**src/rtl/selftest_pkg.sv**
```systemverilog
package selftest_pkg;
  localparam int VEC_W   = 9;
  localparam int NUM_MEM = 6;

  typedef enum logic [2:0] {
    S_BOOT, S_IDLE, S_PH1, S_PH2, S_PH3, S_FIN, S_FLOAT
  } ctrlState_t;

  typedef struct packed {
    logic               marchStart;
    logic [NUM_MEM-1:0] marchMask;
    logic               sigStart;
    logic               sigSelPla;
    logic               clearVec;
    logic               loadResult;
    logic               loadShift;
  } dpStrobe_t;

  function automatic logic [15:0] lfsrStep(input logic [15:0] cur, input logic [15:0] word);
    lfsrStep = {cur[14:0], 1'b0} ^ (cur[15] ? 16'h1021 : 16'h0000) ^ word;
  endfunction
endpackage

```
**src/rtl/st_march.sv**
```systemverilog
module st_march #(
  parameter int WIDTH = 8,
  parameter int DEPTH = 16,
  parameter int NMEM  = 6,
  localparam int AW = (DEPTH > 1) ? $clog2(DEPTH) : 1
) (
  input  logic                    clk,
  input  logic                    rst,
  input  logic                    start,
  input  logic [NMEM-1:0]         mask,
  input  logic [NMEM*WIDTH-1:0]   rdData,
  output logic [AW-1:0]           memAddr,
  output logic [WIDTH-1:0]        memWrData,
  output logic [NMEM-1:0]         memWe,
  output logic [NMEM-1:0]         failSet,
  output logic                    done
);
  localparam logic [AW-1:0] LAST = AW'(DEPTH - 1);

  logic            running, opSel;
  logic [2:0]      elem;
  logic [AW-1:0]   addr;
  logic [NMEM-1:0] maskQ;

  logic isRead, readVal, writeVal, singleOp, lastOp, desc, atEnd;
  logic [WIDTH-1:0] expWord;

  always_comb begin
    singleOp = (elem == 3'd0) || (elem == 3'd5);
    isRead   = (elem != 3'd0) && !opSel;
    readVal  = (elem == 3'd2) || (elem == 3'd4);
    writeVal = (elem == 3'd1) || (elem == 3'd3);
    lastOp   = singleOp || opSel;
    desc     = (elem == 3'd3) || (elem == 3'd4);
    atEnd    = desc ? (addr == '0) : (addr == LAST);
    expWord  = {WIDTH{readVal}};
    memAddr   = addr;
    memWrData = {WIDTH{writeVal}};
    memWe     = (running && !isRead) ? maskQ : '0;
    done      = running && lastOp && atEnd && (elem == 3'd5);
    for (int k = 0; k < NMEM; k++)
      failSet[k] = running && isRead && maskQ[k] && (rdData[k*WIDTH +: WIDTH] != expWord);
  end

  always_ff @(posedge clk) begin
    if (rst) begin
      running <= 1'b0; opSel <= 1'b0; elem <= '0; addr <= '0; maskQ <= '0;
    end else if (start) begin
      running <= 1'b1; opSel <= 1'b0; elem <= '0; addr <= '0; maskQ <= mask;
    end else if (running) begin
      if (!lastOp) begin
        opSel <= 1'b1;
      end else begin
        opSel <= 1'b0;
        if (!atEnd)                 addr <= desc ? addr - 1'b1 : addr + 1'b1;
        else if (elem == 3'd5)      running <= 1'b0;
        else begin
          elem <= elem + 3'd1;
          addr <= ((elem == 3'd2) || (elem == 3'd3)) ? LAST : '0;
        end
      end
    end
  end

  // a run opens with a zero write to every selected array
  assert_first_write_zero_R5: assert property (@(posedge clk) disable iff (rst)
    start |=> (memWe == maskQ) && (memWrData == '0));
endmodule

```
**src/rtl/st_sig.sv**
```systemverilog
module st_sig import selftest_pkg::*; #(
  parameter int ROM_DEPTH = 32,
  parameter int PLA_DEPTH = 24,
  parameter logic [15:0] ROM_SIG = 16'h0000,
  parameter logic [15:0] PLA_SIG = 16'h0000,
  localparam int RAW = (ROM_DEPTH > 1) ? $clog2(ROM_DEPTH) : 1,
  localparam int PAW = (PLA_DEPTH > 1) ? $clog2(PLA_DEPTH) : 1,
  localparam int CW  = (RAW > PAW) ? RAW : PAW
) (
  input  logic           clk,
  input  logic           rst,
  input  logic           start,
  input  logic           selPla,
  input  logic [15:0]    romData,
  input  logic [15:0]    plaData,
  output logic [RAW-1:0] romAddr,
  output logic [PAW-1:0] plaAddr,
  output logic           done,
  output logic           failRom,
  output logic           failPla
);
  logic          running, selQ, lastWord;
  logic [CW-1:0] cnt;
  logic [15:0]   lfsr, nextLfsr;

  always_comb begin
    nextLfsr = lfsrStep(lfsr, selQ ? plaData : romData);
    lastWord = (cnt == (selQ ? CW'(PLA_DEPTH - 1) : CW'(ROM_DEPTH - 1)));
    romAddr  = cnt[RAW-1:0];
    plaAddr  = cnt[PAW-1:0];
    done     = running && lastWord;
    failRom  = done && !selQ && (nextLfsr != ROM_SIG);
    failPla  = done &&  selQ && (nextLfsr != PLA_SIG);
  end

  always_ff @(posedge clk) begin
    if (rst) begin
      running <= 1'b0; selQ <= 1'b0; cnt <= '0; lfsr <= 16'hFFFF;
    end else if (start) begin
      running <= 1'b1; selQ <= selPla; cnt <= '0; lfsr <= 16'hFFFF;
    end else if (running) begin
      lfsr <= nextLfsr;
      if (lastWord) running <= 1'b0;
      else          cnt <= cnt + 1'b1;
    end
  end

  // completion is a single-cycle event
  assert_done_single_R7: assert property (@(posedge clk) disable iff (rst)
    (done && !start) |=> !done);
endmodule

```
**src/rtl/st_datapath.sv**
```systemverilog
module st_datapath import selftest_pkg::*; #(
  parameter int MEM_WIDTH = 8,
  parameter int MEM_DEPTH = 16,
  parameter int ROM_DEPTH = 32,
  parameter int PLA_DEPTH = 24,
  parameter logic [15:0] ROM_SIG = 16'h0000,
  parameter logic [15:0] PLA_SIG = 16'h0000,
  localparam int MAW = (MEM_DEPTH > 1) ? $clog2(MEM_DEPTH) : 1,
  localparam int RAW = (ROM_DEPTH > 1) ? $clog2(ROM_DEPTH) : 1,
  localparam int PAW = (PLA_DEPTH > 1) ? $clog2(PLA_DEPTH) : 1
) (
  input  logic                           clk,
  input  logic                           rst,
  input  dpStrobe_t                      strobe,
  input  logic                           tapRst,
  input  logic                           tapInstrUpdate,
  input  logic                           shiftEn,
  input  logic [NUM_MEM*MEM_WIDTH-1:0]   memRdData,
  input  logic [15:0]                    romRdData,
  input  logic [15:0]                    plaRdData,
  output logic [MAW-1:0]                 memAddr,
  output logic [MEM_WIDTH-1:0]           memWrData,
  output logic [NUM_MEM-1:0]             memWe,
  output logic [RAW-1:0]                 romAddr,
  output logic [PAW-1:0]                 plaAddr,
  output logic                           marchDone,
  output logic                           sigDone,
  output logic [31:0]                    resultWord,
  output logic                           tdoBit
);
  logic [NUM_MEM-1:0] mFail;
  logic               sFailRom, sFailPla;
  logic [VEC_W-1:0]   failVec, vecSet, shiftReg;

  st_march #(.WIDTH(MEM_WIDTH), .DEPTH(MEM_DEPTH), .NMEM(NUM_MEM)) uMarch (
    .clk(clk), .rst(rst), .start(strobe.marchStart), .mask(strobe.marchMask),
    .rdData(memRdData), .memAddr(memAddr), .memWrData(memWrData), .memWe(memWe),
    .failSet(mFail), .done(marchDone));

  st_sig #(.ROM_DEPTH(ROM_DEPTH), .PLA_DEPTH(PLA_DEPTH), .ROM_SIG(ROM_SIG), .PLA_SIG(PLA_SIG)) uSig (
    .clk(clk), .rst(rst), .start(strobe.sigStart), .selPla(strobe.sigSelPla),
    .romData(romRdData), .plaData(plaRdData), .romAddr(romAddr), .plaAddr(plaAddr),
    .done(sigDone), .failRom(sFailRom), .failPla(sFailPla));

  // Bit positions are decoded outside the block, so the mapping is fixed.
  always_comb begin
    vecSet    = '0;
    vecSet[0] = mFail[0];
    vecSet[1] = mFail[1];
    vecSet[2] = mFail[2];
    vecSet[3] = sFailRom;
    vecSet[4] = sFailPla;
    vecSet[5] = mFail[4];
    vecSet[6] = mFail[5];
    vecSet[7] = mFail[3];
    tdoBit    = shiftReg[0];
  end

  always_ff @(posedge clk) begin
    if (rst) begin
      failVec <= '0; resultWord <= '0; shiftReg <= '0;
    end else begin
      if (strobe.clearVec) failVec <= '0;
      else                 failVec <= failVec | vecSet;
      if (strobe.loadResult) resultWord <= {{(32-VEC_W){1'b0}}, failVec};
      if (tapRst || tapInstrUpdate) shiftReg <= '0;
      else if (strobe.loadShift)    shiftReg <= failVec;
      else if (shiftEn)             shiftReg <= {1'b0, shiftReg[VEC_W-1:1]};
    end
  end

  // only a reset-started completion touches the result word
  assert_result_hold_R8: assert property (@(posedge clk) disable iff (rst)
    !strobe.loadResult |=> $stable(resultWord));
  // failure bits are sticky within a run
  assert_vec_sticky_R5: assert property (@(posedge clk) disable iff (rst)
    !strobe.clearVec |=> ((failVec & $past(failVec)) == $past(failVec)));
  // a test-port clear empties the serial path
  assert_shift_clear_R10: assert property (@(posedge clk) disable iff (rst)
    (tapRst || tapInstrUpdate) |=> (tdoBit == 1'b0));
endmodule

```
**src/rtl/st_ctrl.sv**
```systemverilog
module st_ctrl import selftest_pkg::*; (
  input  logic      clk,
  input  logic      rst,
  input  logic      strapInit,
  input  logic      strapFlush,
  input  logic      runSelfTest,
  input  logic      marchDone,
  input  logic      sigDone,
  output dpStrobe_t strobe,
  output logic      floatMode,
  output logic      startupGo,
  output logic      testBusy
);
  localparam logic [NUM_MEM-1:0] PH1_MASK = 6'b001111;
  localparam logic [NUM_MEM-1:0] PH2_MASK = 6'b110000;

  ctrlState_t state, nextState;
  logic initQ, flushQ, fromReset, marchFin, sigFin;

  always_comb begin
    strobe    = '0;
    nextState = state;
    case (state)
      S_BOOT: begin
        if (flushQ) nextState = S_FLOAT;
        else if (initQ) begin
          strobe.clearVec = 1'b1; strobe.marchStart = 1'b1; strobe.marchMask = PH1_MASK;
          strobe.sigStart = 1'b1; nextState = S_PH1;
        end else nextState = S_IDLE;
      end
      S_IDLE: if (runSelfTest) begin
        strobe.clearVec = 1'b1; strobe.marchStart = 1'b1; strobe.marchMask = PH1_MASK;
        strobe.sigStart = 1'b1; nextState = S_PH1;
      end
      S_PH1: if ((marchFin || marchDone) && (sigFin || sigDone)) begin
        strobe.marchStart = 1'b1; strobe.marchMask = PH2_MASK; nextState = S_PH2;
      end
      S_PH2: if (marchDone) begin
        strobe.sigStart = 1'b1; strobe.sigSelPla = 1'b1; nextState = S_PH3;
      end
      S_PH3: if (sigDone) nextState = S_FIN;
      S_FIN: begin
        if (fromReset) strobe.loadResult = 1'b1;
        else           strobe.loadShift  = 1'b1;
        nextState = S_IDLE;
      end
      default: nextState = S_FLOAT;
    endcase
    floatMode = (state == S_FLOAT);
    testBusy  = (state == S_PH1) || (state == S_PH2) || (state == S_PH3) || (state == S_FIN);
  end

  always_ff @(posedge clk) begin
    if (rst) begin
      state <= S_BOOT; initQ <= strapInit; flushQ <= strapFlush;
      fromReset <= 1'b0; marchFin <= 1'b0; sigFin <= 1'b0; startupGo <= 1'b0;
    end else begin
      state    <= nextState;
      marchFin <= (state == S_PH1) && (nextState == S_PH1) && (marchFin || marchDone);
      sigFin   <= (state == S_PH1) && (nextState == S_PH1) && (sigFin || sigDone);
      if (state == S_BOOT) fromReset <= initQ;
      else if (state == S_IDLE && runSelfTest) fromReset <= 1'b0;
      if ((state == S_BOOT && !flushQ && !initQ) || (state == S_FIN && fromReset))
        startupGo <= 1'b1;
    end
  end

  // start-up, once signalled, is held until reset
  assert_startup_sticky_R8: assert property (@(posedge clk) disable iff (rst)
    startupGo |=> startupGo);
  // float mode is left only through reset
  assert_float_latched_R3: assert property (@(posedge clk) disable iff (rst)
    floatMode |=> floatMode);
  // phase 2 is entered only from phase 1
  assert_phase2_entry_R4: assert property (@(posedge clk) disable iff (rst)
    (state == S_PH2 && $past(state) != S_PH2) |-> $past(state) == S_PH1);
  // phase 3 is entered only from phase 2
  assert_phase3_entry_R4: assert property (@(posedge clk) disable iff (rst)
    (state == S_PH3 && $past(state) != S_PH3) |-> $past(state) == S_PH2);
endmodule

```
**src/rtl/selftest_sequencer.sv**
```systemverilog
module selftest_sequencer import selftest_pkg::*; #(
  parameter int MEM_WIDTH = 8,
  parameter int MEM_DEPTH = 16,
  parameter int ROM_DEPTH = 32,
  parameter int PLA_DEPTH = 24,
  parameter logic [15:0] ROM_SIG = 16'h0000,
  parameter logic [15:0] PLA_SIG = 16'h0000,
  localparam int MAW = (MEM_DEPTH > 1) ? $clog2(MEM_DEPTH) : 1,
  localparam int RAW = (ROM_DEPTH > 1) ? $clog2(ROM_DEPTH) : 1,
  localparam int PAW = (PLA_DEPTH > 1) ? $clog2(PLA_DEPTH) : 1
) (
  input  logic                         clk,
  input  logic                         rst,
  input  logic                         strapInit,
  input  logic                         strapFlush,
  input  logic                         runSelfTest,
  input  logic                         tapRst,
  input  logic                         tapInstrUpdate,
  input  logic                         shiftEn,
  input  logic [NUM_MEM*MEM_WIDTH-1:0] memRdData,
  input  logic [15:0]                  romRdData,
  input  logic [15:0]                  plaRdData,
  output logic [MAW-1:0]               memAddr,
  output logic [MEM_WIDTH-1:0]         memWrData,
  output logic [NUM_MEM-1:0]           memWe,
  output logic [RAW-1:0]               romAddr,
  output logic [PAW-1:0]               plaAddr,
  output logic [31:0]                  resultWord,
  output logic                         startupGo,
  output logic                         testBusy,
  output logic                         tdo,
  output logic                         padOe
);
  dpStrobe_t   strobe;
  logic        marchDone, sigDone, floatMode, goInt, busyInt, tdoInt;
  logic [31:0] resultInt;

  st_ctrl uCtrl (
    .clk(clk), .rst(rst), .strapInit(strapInit), .strapFlush(strapFlush),
    .runSelfTest(runSelfTest), .marchDone(marchDone), .sigDone(sigDone),
    .strobe(strobe), .floatMode(floatMode), .startupGo(goInt), .testBusy(busyInt));

  st_datapath #(.MEM_WIDTH(MEM_WIDTH), .MEM_DEPTH(MEM_DEPTH), .ROM_DEPTH(ROM_DEPTH),
                .PLA_DEPTH(PLA_DEPTH), .ROM_SIG(ROM_SIG), .PLA_SIG(PLA_SIG)) uDp (
    .clk(clk), .rst(rst), .strobe(strobe), .tapRst(tapRst), .tapInstrUpdate(tapInstrUpdate),
    .shiftEn(shiftEn), .memRdData(memRdData), .romRdData(romRdData), .plaRdData(plaRdData),
    .memAddr(memAddr), .memWrData(memWrData), .memWe(memWe), .romAddr(romAddr),
    .plaAddr(plaAddr), .marchDone(marchDone), .sigDone(sigDone),
    .resultWord(resultInt), .tdoBit(tdoInt));

  // Float mode: pad enable drops and pin-level outputs are held quiet.
  always_comb begin
    padOe      = !floatMode;
    resultWord = floatMode ? '0 : resultInt;
    startupGo  = !floatMode && goInt;
    testBusy   = !floatMode && busyInt;
    tdo        = !floatMode && tdoInt;
  end
endmodule

```
**config.mk**
```make
export PLATFORM = sky130hd
export DESIGN_NAME = selftest_sequencer
export DESIGN_NICKNAME = d
export VERILOG_FILES = /design/src/rtl/selftest_pkg.sv /design/src/rtl/st_march.sv /design/src/rtl/st_sig.sv /design/src/rtl/st_datapath.sv /design/src/rtl/st_ctrl.sv /design/src/rtl/selftest_sequencer.sv
export SDC_FILE = /design/constraint.sdc
export NUM_CORES = 1
export LEC_CHECK = 0
export ABC_CLOCK_PERIOD_IN_PS = 2900
export BUFFER_PORTS_ARGS = -buffer_cell sky130_fd_sc_hd__buf_2
export CAP_MARGIN = 40
export CORE_MARGIN = 4
export CORE_UTILIZATION = 40
export DETAILED_ROUTE_END_ITERATION = 8
export PLACE_DENSITY = 0.7
export SYNTH_ARGS = -nofsm -noshare
export SYNTH_HDL_FRONTEND = slang
export SYNTH_SLANG_ARGS = --single-unit
```
**constraint.sdc**
```tcl
create_clock -name clk -period 2.9 [get_ports clk]
set_input_delay 0.29 -clock clk [delete_from_list [all_inputs] [get_ports clk]]
set_output_delay 0.29 -clock clk [all_outputs]
set_load 0.1 [all_outputs]
```
# Word-level counts from Yosys, hierarchy flattened
# Cells that the tools add are included.
op_classes:
  n_addsub: 4
  eq_ne: 21
  n_mux: 45
  n_bitwise: 5
  n_reduce_logical: 67
op_table:
  columns: ["op", "count"]
  rows:
  - ["$ne A8 B8 Y1", 6]
  - ["$logic_and A1 B1 Y1", 34]
  - ["$mux W9", 3]
  - ["$mux W8", 3]
  - ["$pmux W7 S3", 1]
  - ["$mux W4", 5]
  - ["$mux W1", 18]
  - ["$pmux W3 S6", 1]
  - ["$mux W16", 1]
  - ["$reduce_bool A16 Y1", 1]
  - ["$xor A16 B13 Y16", 1]
  - ["$xor A16 B16 Y16", 1]
  - ["$eq A3 B2 Y1 const B", 5]
  - ["$eq A3 B3 Y1 const B", 5]
  - ["$mux W3", 5]
  - ["$logic_or A1 B1 Y1", 13]
  - ["$mux W13", 1]
  - ["$or A9 B8 Y9", 1]
  - ["$reduce_or A2 Y1", 4]
  - ["$mux W7", 1]
  - ["$eq A3 B1 Y1 const B", 2]
  - ["$logic_not A1 Y1", 6]
  - ["$logic_not A3 Y1", 2]
  - ["$mux W2", 3]
  - ["17 further kinds", 19]
totals:
  register_bits: 74
  input_bits: 88
  output_inout_bits: 64
  wordCells: 161

# Longest topological paths before layout
# Gate-level depths: netlist (run 1).
depth:
  word_depth: 13
  mapped_depth: 9
  mapped_depth_nobuf: 9

# By module
# From an unflattened synthesis (run 1), not the netlist that was laid out.
hier_totals:
  hier_cells: 509
  area_unflattened_um2: 4404.2
by_module_without_submodules:
  columns: ["mod", "instances", "cells_per_inst", "area_each_um2", "seq_area_each_um2"]
  rows:
  - ["st_sig", 1, 150, 1272.5, 460.4]
  - ["st_march", 1, 149, 1249.9, 300.3]
  - ["st_datapath", 1, 104, 1074.8, 480.5]
  - ["st_ctrl", 1, 67, 535.5, 200.2]
  - ["selftest_sequencer", 1, 39, 271.5, 0.0]

# Least setup slack after synthesis (run 1)
# No wires, ideal clock.
synth_path:
  path_kind: "register -> output"
  from: "reg uDp.uMarch.elem[0]"
  to: "out memWe[1]"
  arrival_time_ns: 2.827
  t_required_ns: 2.610
  setup_slack_ns: -0.217
  stages_incl_launch_ff: 7
  path_buffers: 1
  path_cell_list: "dfxtp_1 > inv_1 > ha_1 > nor2b_1 > o21ai_0 > nor2_1 > buf_4"
synth_between:
  elab_chain_cells: 5
synth_lines:
  columns: ["item", "line", "source"]
  rows:
  - ["from (decl)", "st_march.sv:21", "logic [2:0] elem;"]
  - ["from (signal assigned)", "st_march.sv:58", "elem <= elem + 3'd1;"]
  - ["$reduce_bool A3 Y1", "st_march.sv:30", "isRead = (elem != 3'd0) && !opSel;"]
  - ["$logic_and A1 B1 Y1", "st_march.sv:30", null]
  - ["$logic_not A1 Y1", "st_march.sv:39", "memWe = (running && !isRead) ? maskQ : '0;"]
  - ["$logic_and A1 B1 Y1", "st_march.sv:39", null]
  - ["$mux W6", "st_march.sv:39", null]
  - ["to (decl)", "selftest_sequencer.sv:25", "output logic [NUM_MEM-1:0] memWe,"]
# No other way between the ends.

# Final worst setup path (run 1)
# Ends and elaborated chain as after synthesis.

==> results of run 1 <==
==> metal layers <==
metal / wire (um) / share of wire / vias to the layer above
li1: - / - / 1798
met1: 3730 / 0.44 / 1584
met2: 4130 / 0.48 / 117
met3: 649 / 0.076 / 4
met4: 18 / 0.0021 / 2
met5: 13 / 0.0015 / -
==> cell families (layout without fill, tap and decap cells) <==
kind of cell	Yosys count	count (layout)	synth area share
multiplexers	27	27	0.0736
buffers and inverters	68	152	0.113
AND/OR/NAND/NOR	172	172	0.223
XOR/XNOR	26	26	0.0583
other	1	24	0.000959
adder cells (fa/ha/maj)	9	9	0.0307
AO/OA/AOI/OAI	101	101	0.152
flip-flops	67	67	0.348
==> worst paths after layout <==
check,start,end
setup / recovery,uDp.uMarch.elem[0]$_SDFFE_PP0P_,memWe[1]
hold / removal,strapInit,uCtrl.initQ$_DFFE_PP_
setup reg to reg,uDp.uMarch.elem[0]$_SDFFE_PP0P_,uDp.uMarch.elem[2]$_SDFFE_PP0P_
hold reg to reg,uDp.resultWord[0]$_SDFFE_PP0P_,uDp.resultWord[0]$_SDFFE_PP0P_
==> Yosys cell counts (all sizes together) (8+ instances only) <==
cell type	n	area, um^2
xor2	20	175
nor2	24	90.1
nor4	13	81.3
a21oi	30	150
and2	14	87.6
buf	54	389
clkbuf	8	30.0
dfxtp	65	1300
a211oi	8	60.1
a21o	8	60.1
ha	8	100
o21ai	34	170
nand2	69	259
mux2i	26	273
nand4	20	140
==> cell usage in the layout (no fill, tap or decap), types with 2 or more instances in the layout <==
cell | Yosys | layout
sky130_fd_sc_hd__mux2i_1 | 25 | 25
sky130_fd_sc_hd__a21oi_1 | 30 | 30
sky130_fd_sc_hd__a31oi_1 | 4 | 4
sky130_fd_sc_hd__buf_4 | 45 | 3
sky130_fd_sc_hd__inv_1 | 6 | 6
sky130_fd_sc_hd__o211ai_1 | 2 | 2
sky130_fd_sc_hd__xnor2_1 | 6 | 6
sky130_fd_sc_hd__bufinv_16 | 0 | 4
sky130_fd_sc_hd__o22ai_1 | 2 | 2
sky130_fd_sc_hd__nor2_1 | 24 | 22
sky130_fd_sc_hd__a211oi_1 | 8 | 8
sky130_fd_sc_hd__nor3b_1 | 3 | 3
sky130_fd_sc_hd__nand2_1 | 69 | 69
sky130_fd_sc_hd__o21ai_0 | 33 | 33
sky130_fd_sc_hd__a22oi_1 | 2 | 2
sky130_fd_sc_hd__o21a_1 | 7 | 7
sky130_fd_sc_hd__and3_1 | 4 | 4
sky130_fd_sc_hd__nand3_1 | 7 | 7
sky130_fd_sc_hd__nand4_1 | 19 | 19
sky130_fd_sc_hd__edfxtp_1 | 2 | 2
sky130_fd_sc_hd__ha_1 | 8 | 8
sky130_fd_sc_hd__buf_2 | 2 | 127
sky130_fd_sc_hd__xor2_1 | 20 | 20
sky130_fd_sc_hd__conb_1 | 1 | 24
sky130_fd_sc_hd__nor4_1 | 13 | 13
sky130_fd_sc_hd__nor2_2 | 0 | 2
sky130_fd_sc_hd__clkbuf_8 | 0 | 10
sky130_fd_sc_hd__dfxtp_1 | 65 | 65
sky130_fd_sc_hd__and2_1 | 13 | 13
sky130_fd_sc_hd__nor2b_1 | 7 | 7
sky130_fd_sc_hd__nand3b_1 | 2 | 2
sky130_fd_sc_hd__a21o_1 | 8 | 8
==> final cells by class <==
| class | instances | area (um^2) |
|---|---|---|
| clock inverters | 6 | 135 |
| inverters | 6 | 22.5 |
| well taps | 129 | 161 |
| multi-input cells | 359 | 2200 |
| flip-flops and latches | 67 | 1360 |
| fillers | 901 | 4700 |
| clock buffers | 10 | 138 |
| repair buffers | 130 | 658 |
==> power groups by stage <==
stage          logic [mW]  registers, mW  clock network (mW)
6_report            0.608           1.02                1.03
3_5_place_dp        0.607           1.04                   0
3_3_place_gp        0.601           1.04                   0
2_1_floorplan       0.499           1.06                   0
5_1_grt             0.658           1.03                1.10
4_1_cts             0.609           1.02                1.06
==> sequential cells by signal, summed over array words and instances, names as in the netlist, 2 cells and up <==
name,cells
uDp.uSig.lfsr,16
uDp.failVec,8
uDp.resultWord,8
uDp.shiftReg,8
uDp.uSig.plaAddr,5
uDp.uMarch.memAddr,4
uCtrl.state,3
uDp.uMarch.elem,3
uDp.uMarch.maskQ,2
==> metrics by stage <==
stage          total power [mW]  hold slack (ps)  cell area [um^2]  worst slack (ps)  std cells
3_5_place_dp               1.65              444              4400               402        691
2_1_floorplan              1.55              366              4000               114        494
3_3_place_gp               1.64              442              4400               547        691
4_1_cts                    2.69              117              4670               265        707
5_1_grt                    2.79              120              4670              77.2        707
6_report                   2.66              146              4670               323        707
==> critical path, stage by stage, from the launching register on <==
cell                      delay, ps
sky130_fd_sc_hd__dfxtp_1        400
sky130_fd_sc_hd__inv_1          100
sky130_fd_sc_hd__ha_1           230
sky130_fd_sc_hd__nor2b_1        150
sky130_fd_sc_hd__o21ai_0        660
sky130_fd_sc_hd__nor2_2          90
sky130_fd_sc_hd__buf_2          330
==> metrics list, run 1 <==
* Share of the core filled with cells: 0.499
* Routed Wire Length: 8540 um
- Share of final-layout standard cells stronger than drive strength 1: 0.265
- Crit start category: flip-flop
* Number of H-tree levels: 3
- Hold buffer count at cts: 0
- Post-layout net count: between 600 and 700
- The share of total power dissipated in the clock network is 0.387.
- 0 antenna diodes ended up in the layout.
* Number of vias after detailed routing: 3505
* Part of the Yosys area used for sequential elements: 0.348
* Sort of element at the end of the critical path: output pin
- For this run, the detailed router's first-pass iteration total came to 4.
* Area growth syn-to-layout: 19.6%
- Clock tree synthesis found a total of between 60 and 70 sinks.
* Total of buffers placed on input and output ports: approximately 130
- The first global-routing pass estimated 14000 um of wire.
* Wire length per cell after detailed routing: roughly 12 um
- In this run the static leakage power is approximately 2 nW.
* Worst relative slew slack: 0.449
* Max-Cap Viols: 0
- In this run the register-to-register setup slack is between 400 and 500 ps.
- In this run, the number of DRC markers left after iteration 0 of detailed routing was 180.
- After floorplanning, the core was sized to cover about 9400 um^2.
- Drt via density: ~5.0
- On the final layout, the worst clock skew is slightly below 10 ps.
- In the synthesized netlist, the number of instances is roughly 470.
- For met1 alone, demand over resource in global routing was 0.180.
* DIE HEIGHT: approximately 110 um
* Minimum clock period: 2580 ps
* Remaining global-route overflow: 0
- Routed Antenna Nets: 0
- Proportion of power drawn by combinational gates: 0.228
- Final Hold Viols: 0
- Sequential share of power: 0.385
- Dividing the final minimum period by the clock period gives 0.889.
- Total track usage: 0.148
- The tightest min-delay check is of the primary input to flip-flop type.
- Initial Utilization: 0.417
* Number of setup violations in the final report: 0
- Reg2Reg Depth: 7
* CTS tree: yes
- Max Transition Viols Final: 0
- Die X-Extent: around 110 um
- For this run, asynchronously set or reset flops after synthesis account for 0.
- In this run, CTS created clock tree buffers numbering 9.
- Detailed placement finished with a half-perimeter wire length of approximately 6800 um.
- Clock root cell: sky130_fd_sc_hd__clkbuf_8
* Resize count post-CTS: 0
* Area of the die: 11400 um^2
- Setup repair after global routing left no endpoint under its margin.
- After clock tree synthesis, the clock-pin slew on the worst setup and hold paths is approximately 70 ps.
- The layer flagged by global routing as most heavily used is met2.
- In this run the worst path has a maximum fanout of 6.
- The number of antenna violations at the first check in global routing was 1.
* Power Internal: about 1.8 mW
* Number of cell rows: 35
- Data on the critical path is required at its endpoint by about 2600 ps.
- Yosys mapped the design onto 51 distinct sky130hd cell types.
- Switching power of the nets: 0.852 mW
* Maximum clock rate: between 300 and 400 MHz
* Total power divided by cell area: roughly 570 nW/um^2
* Number of top-level pins: roughly 150
- VDD sags by at most 0.000234 V.
- #FFs+latches synth: 67
- GRT met2 Usage: 0.250
- Avg Cell Area, Syn: 8.30 um^2
* Remaining design rule violation count: 0
- The setup path with the least slack is of type flip-flop to output pin.
- Count of flip-flops with a built-in enable after synthesis: 2
- Switching part of the total power: 0.320
- Largest net degree at the start of global routing: 37
* Met3 layer usage reported by global route: 0.0548
* Commonest register cell after synthesis: sky130_fd_sc_hd__dfxtp_1
- Counting along the longest clock path gives a buffer depth of 2.
- Total negative slack: 0 ps
* Status: finished, final reports clean
- Post-synth design cell area: around 3900 um^2
- For the worst setup path, the data arrival time is 2290 ps.
- Yosys printed 0 warnings.
* Weighted congestion at the end of routability-driven global placement: 0.833
- At the pin with the least slew margin, the transition time is a little over 800 ps.
* WHS Path Cells: 1
- Buffers added to address setup during post-CTS repair amount to 0.
- Insertion delay to the later sink of the worst-skew pair: ~340 ps
- The via count of the first global-routing pass was about 3.2k.
No activity file was read; power rests on OpenSTA's default activity.
==> run 2, diff against run 1 <==
--- a/config.mk
+++ b/config.mk
@@ -6,12 +6,12 @@
 export NUM_CORES = 1
 export LEC_CHECK = 0
 export ABC_CLOCK_PERIOD_IN_PS = 2900
-export BUFFER_PORTS_ARGS = -buffer_cell sky130_fd_sc_hd__buf_2
 export CAP_MARGIN = 40
 export CORE_MARGIN = 4
 export CORE_UTILIZATION = 40
 export DETAILED_ROUTE_END_ITERATION = 8
-export PLACE_DENSITY = 0.7
+export DONT_BUFFER_PORTS = 1
+export PLACE_DENSITY = 0.56
 export SYNTH_ARGS = -nofsm -noshare
 export SYNTH_HDL_FRONTEND = slang
 export SYNTH_SLANG_ARGS = --single-unit
==> metrics list, run 2 (synthesis results as in run 1) <==
- Maximum clock rate: 383 MHz
* Wire length per cell after detailed routing: about 14 um
* Weighted congestion at the end of routability-driven global placement: around 0.8
- Insertion delay to the later sink of the worst-skew pair: approximately 340 ps
- Clock skew: slightly above 8 ps
- Worst IR drop on VDD: 0.000290 V
- The H-tree generated during clock tree synthesis spans 3 levels.
- The first routing iteration left between 100 and 150 violations.
- Post-layout net count: between 500 and 600
- Number of vias after detailed routing: 3133
* Endpoint arrival time on the critical path: around 2300 ps
* Total of buffers placed on input and output ports: 0
- Area growth syn-to-layout: 9.80%
- Remaining design rule violation count: 0
* Final clock period utilization by the worst path: 0.900
- TritonCTS built the clock tree.
- Number of flip-flops in the largest register: 16
- In the routed layout, each cell is associated on average with a via count of approximately 5.1.
- Share of final-layout standard cells stronger than drive strength 1: 0.128
- For the pin with the worst max-slew slack, the measured transition is around 670 ps.
- Detailed placement finished with a half-perimeter wire length of about 6600 um.
- The worst setup path is captured at an output pin.
- Status: finished, final reports clean
* Share of the core filled with cells: 0.458
- Bufs on Longest Clock Path: 2
- The floorplan step defined a core boundary enclosing 9370 um^2.
- After routing, the total negative slack on setup checks comes to 0 ps.
- For this run, global-route usage on met3 was measured as 0.0506.
- DIE HEIGHT: between 100 and 150 um
* Number of cell rows: 35
* Global-route wire length before repair: 14200 um
* Largest net degree at the start of global routing: 37
- Routed Antenna Nets: 0
- In the final layout, the multi-input gates occupy between 2000 and 2500 um^2.
* Crit start category: flip-flop
- Hold WC Path Type: primary input to flip-flop
* Resize count post-CTS: 0
* CTS clk-pin slew, worst paths: ~70 ps
- Summed over all layers, the routed wires come to around 8600 um.
- Number of top-level pins: between 150 and 200
* Worst-path maximum fanout: 5
* Max-Cap Viols: 0
- Initial antenna violation count: 1
* Leakage power total: between 1.5 and 2 nW
* RSZ-0062 raised after global routing: false
- For this run, the total global-route usage over all layers was measured as 0.151.
- Clock tree synthesis inserted a total of 9 buffers.
* Via count of the first global-routing pass: about 3.0k
- The clock drives 67 sinks.
* Commonest cells after routing, fill and taps aside: sky130_fd_sc_hd__nand2_1, sky130_fd_sc_hd__dfxtp_1, sky130_fd_sc_hd__o21ai_0
- At the worst endpoint, the required time is 2610 ps.
- First-pass detailed-route iteration total: 4
- Power spread over the standard cell area amounts to 559 nW/um^2.
- Worst relative slew slack: 0.553
* Register area: 1370 um^2
* Max Transition Viols Final: 0
* Met1 layer usage reported by global route: 0.191
* GRT met2 Usage: 0.246
* Number of fill cells in the layout: around 940
- Across all hold checks on the routed design, the worst slack comes to between 40 and 50 ps.
- The initial utilization of the core area, before any placement, comes to 0.417.
- Number of setup violations in the final report: 0
- Register name with the most flops: uDp.uSig.lfsr
* Die X-Extent: about 110 um
- Leaving out fill and tap cells, the most frequent cell in the layout is sky130_fd_sc_hd__nand2_1.
* Remaining global-route overflow: 0
* Area of the die: roughly 11000 um^2
* Busiest metal layer after global routing: met2
- Clock root cell: sky130_fd_sc_hd__clkbuf_8
- The critical path in this run is classified as flip-flop to output pin.
- The final number of hold-violating endpoints is 0.
- Total power: roughly 2.4 mW
* Minimum clock period: between 2000 and 3000 ps
* Diode insertion count for antenna repair: 0
==> run 2: changes by cell type in the layout (fill, tap and decap cells not counted), sizes merged <==
cell / previous run / this run
clkinv: 1 / 3
dlygate4sd3: 0 / 3
buf: 130 / 32
bufinv: 4 / 1
clkinvlp: 0 / 1
==> run 2: where the power goes <==
group | total (mW) | internal [mW] | switching [mW]
Combinational | 0.563 | 0.130 | 0.433
Sequential | 1.02 | 0.970 | 0.0543
Clock | 0.811 | 0.447 | 0.364
Total | 2.40 | 1.55 | 0.851
==> run 2: critical path, cell delays in order, from the launching register on <==
cell	delay, ps
sky130_fd_sc_hd__dfxtp_1	400
sky130_fd_sc_hd__inv_1	120
sky130_fd_sc_hd__ha_1	250
sky130_fd_sc_hd__nor2b_1	150
sky130_fd_sc_hd__o21ai_0	470
sky130_fd_sc_hd__buf_4	240
sky130_fd_sc_hd__nor2_4	40
sky130_fd_sc_hd__buf_4	310
==> run 2: final timing paths <==
kind | depth (start not counted) | endpoint | startpoint | slack [ps]
min reg2reg | 2 | uDp.resultWord[6]$_SDFFE_PP0P_ | uDp.resultWord[6]$_SDFFE_PP0P_ | 450
max reg2reg | 9 | uDp.uMarch.memAddr[3]$_SDFFE_PP0P_ | uDp.uMarch.elem[0]$_SDFFE_PP0P_ | 640
min | 0 | uCtrl.initQ$_DFFE_PP_ | strapInit | 40
max | 7 | memWe[3] | uDp.uMarch.elem[0]$_SDFFE_PP0P_ | 290
==> run 2: layout make-up <==
type                            count  area share
Inverter                            6     0.00525
Multi-Input combinational cell    359       0.518
Clock buffer                       10      0.0347
Tap cell                          129      0.0376
Sequential cell                    67       0.319
Clock inverter                      6      0.0143
Timing Repair Buffer               35      0.0717
==> run 2: what timing repair did <==
item / in CTS / in global routing
hold buffers: 2 / 1
setup buffers: 0 / 0
hold endpoints to repair: 17 / 1
==> run 2: layer usage <==
metal	part of all wire	vias up
met5	0.00081	-
met4	0.0056	2
met3	0.070	9
met2	0.48	83
met1	0.45	1438
li1	-	1601
==> run 2: per-stage QoR <==
step | instance area (um^2) | setup WS, ps | cells
after floorplan | 4000 | 114 | 494
after global placement | 4050 | 644 | 593
after detailed placement | 4050 | 622 | 593
after CTS | 4280 | 254 | 611
after global routing | 4290 | 122 | 612
final | 4290 | 291 | 612
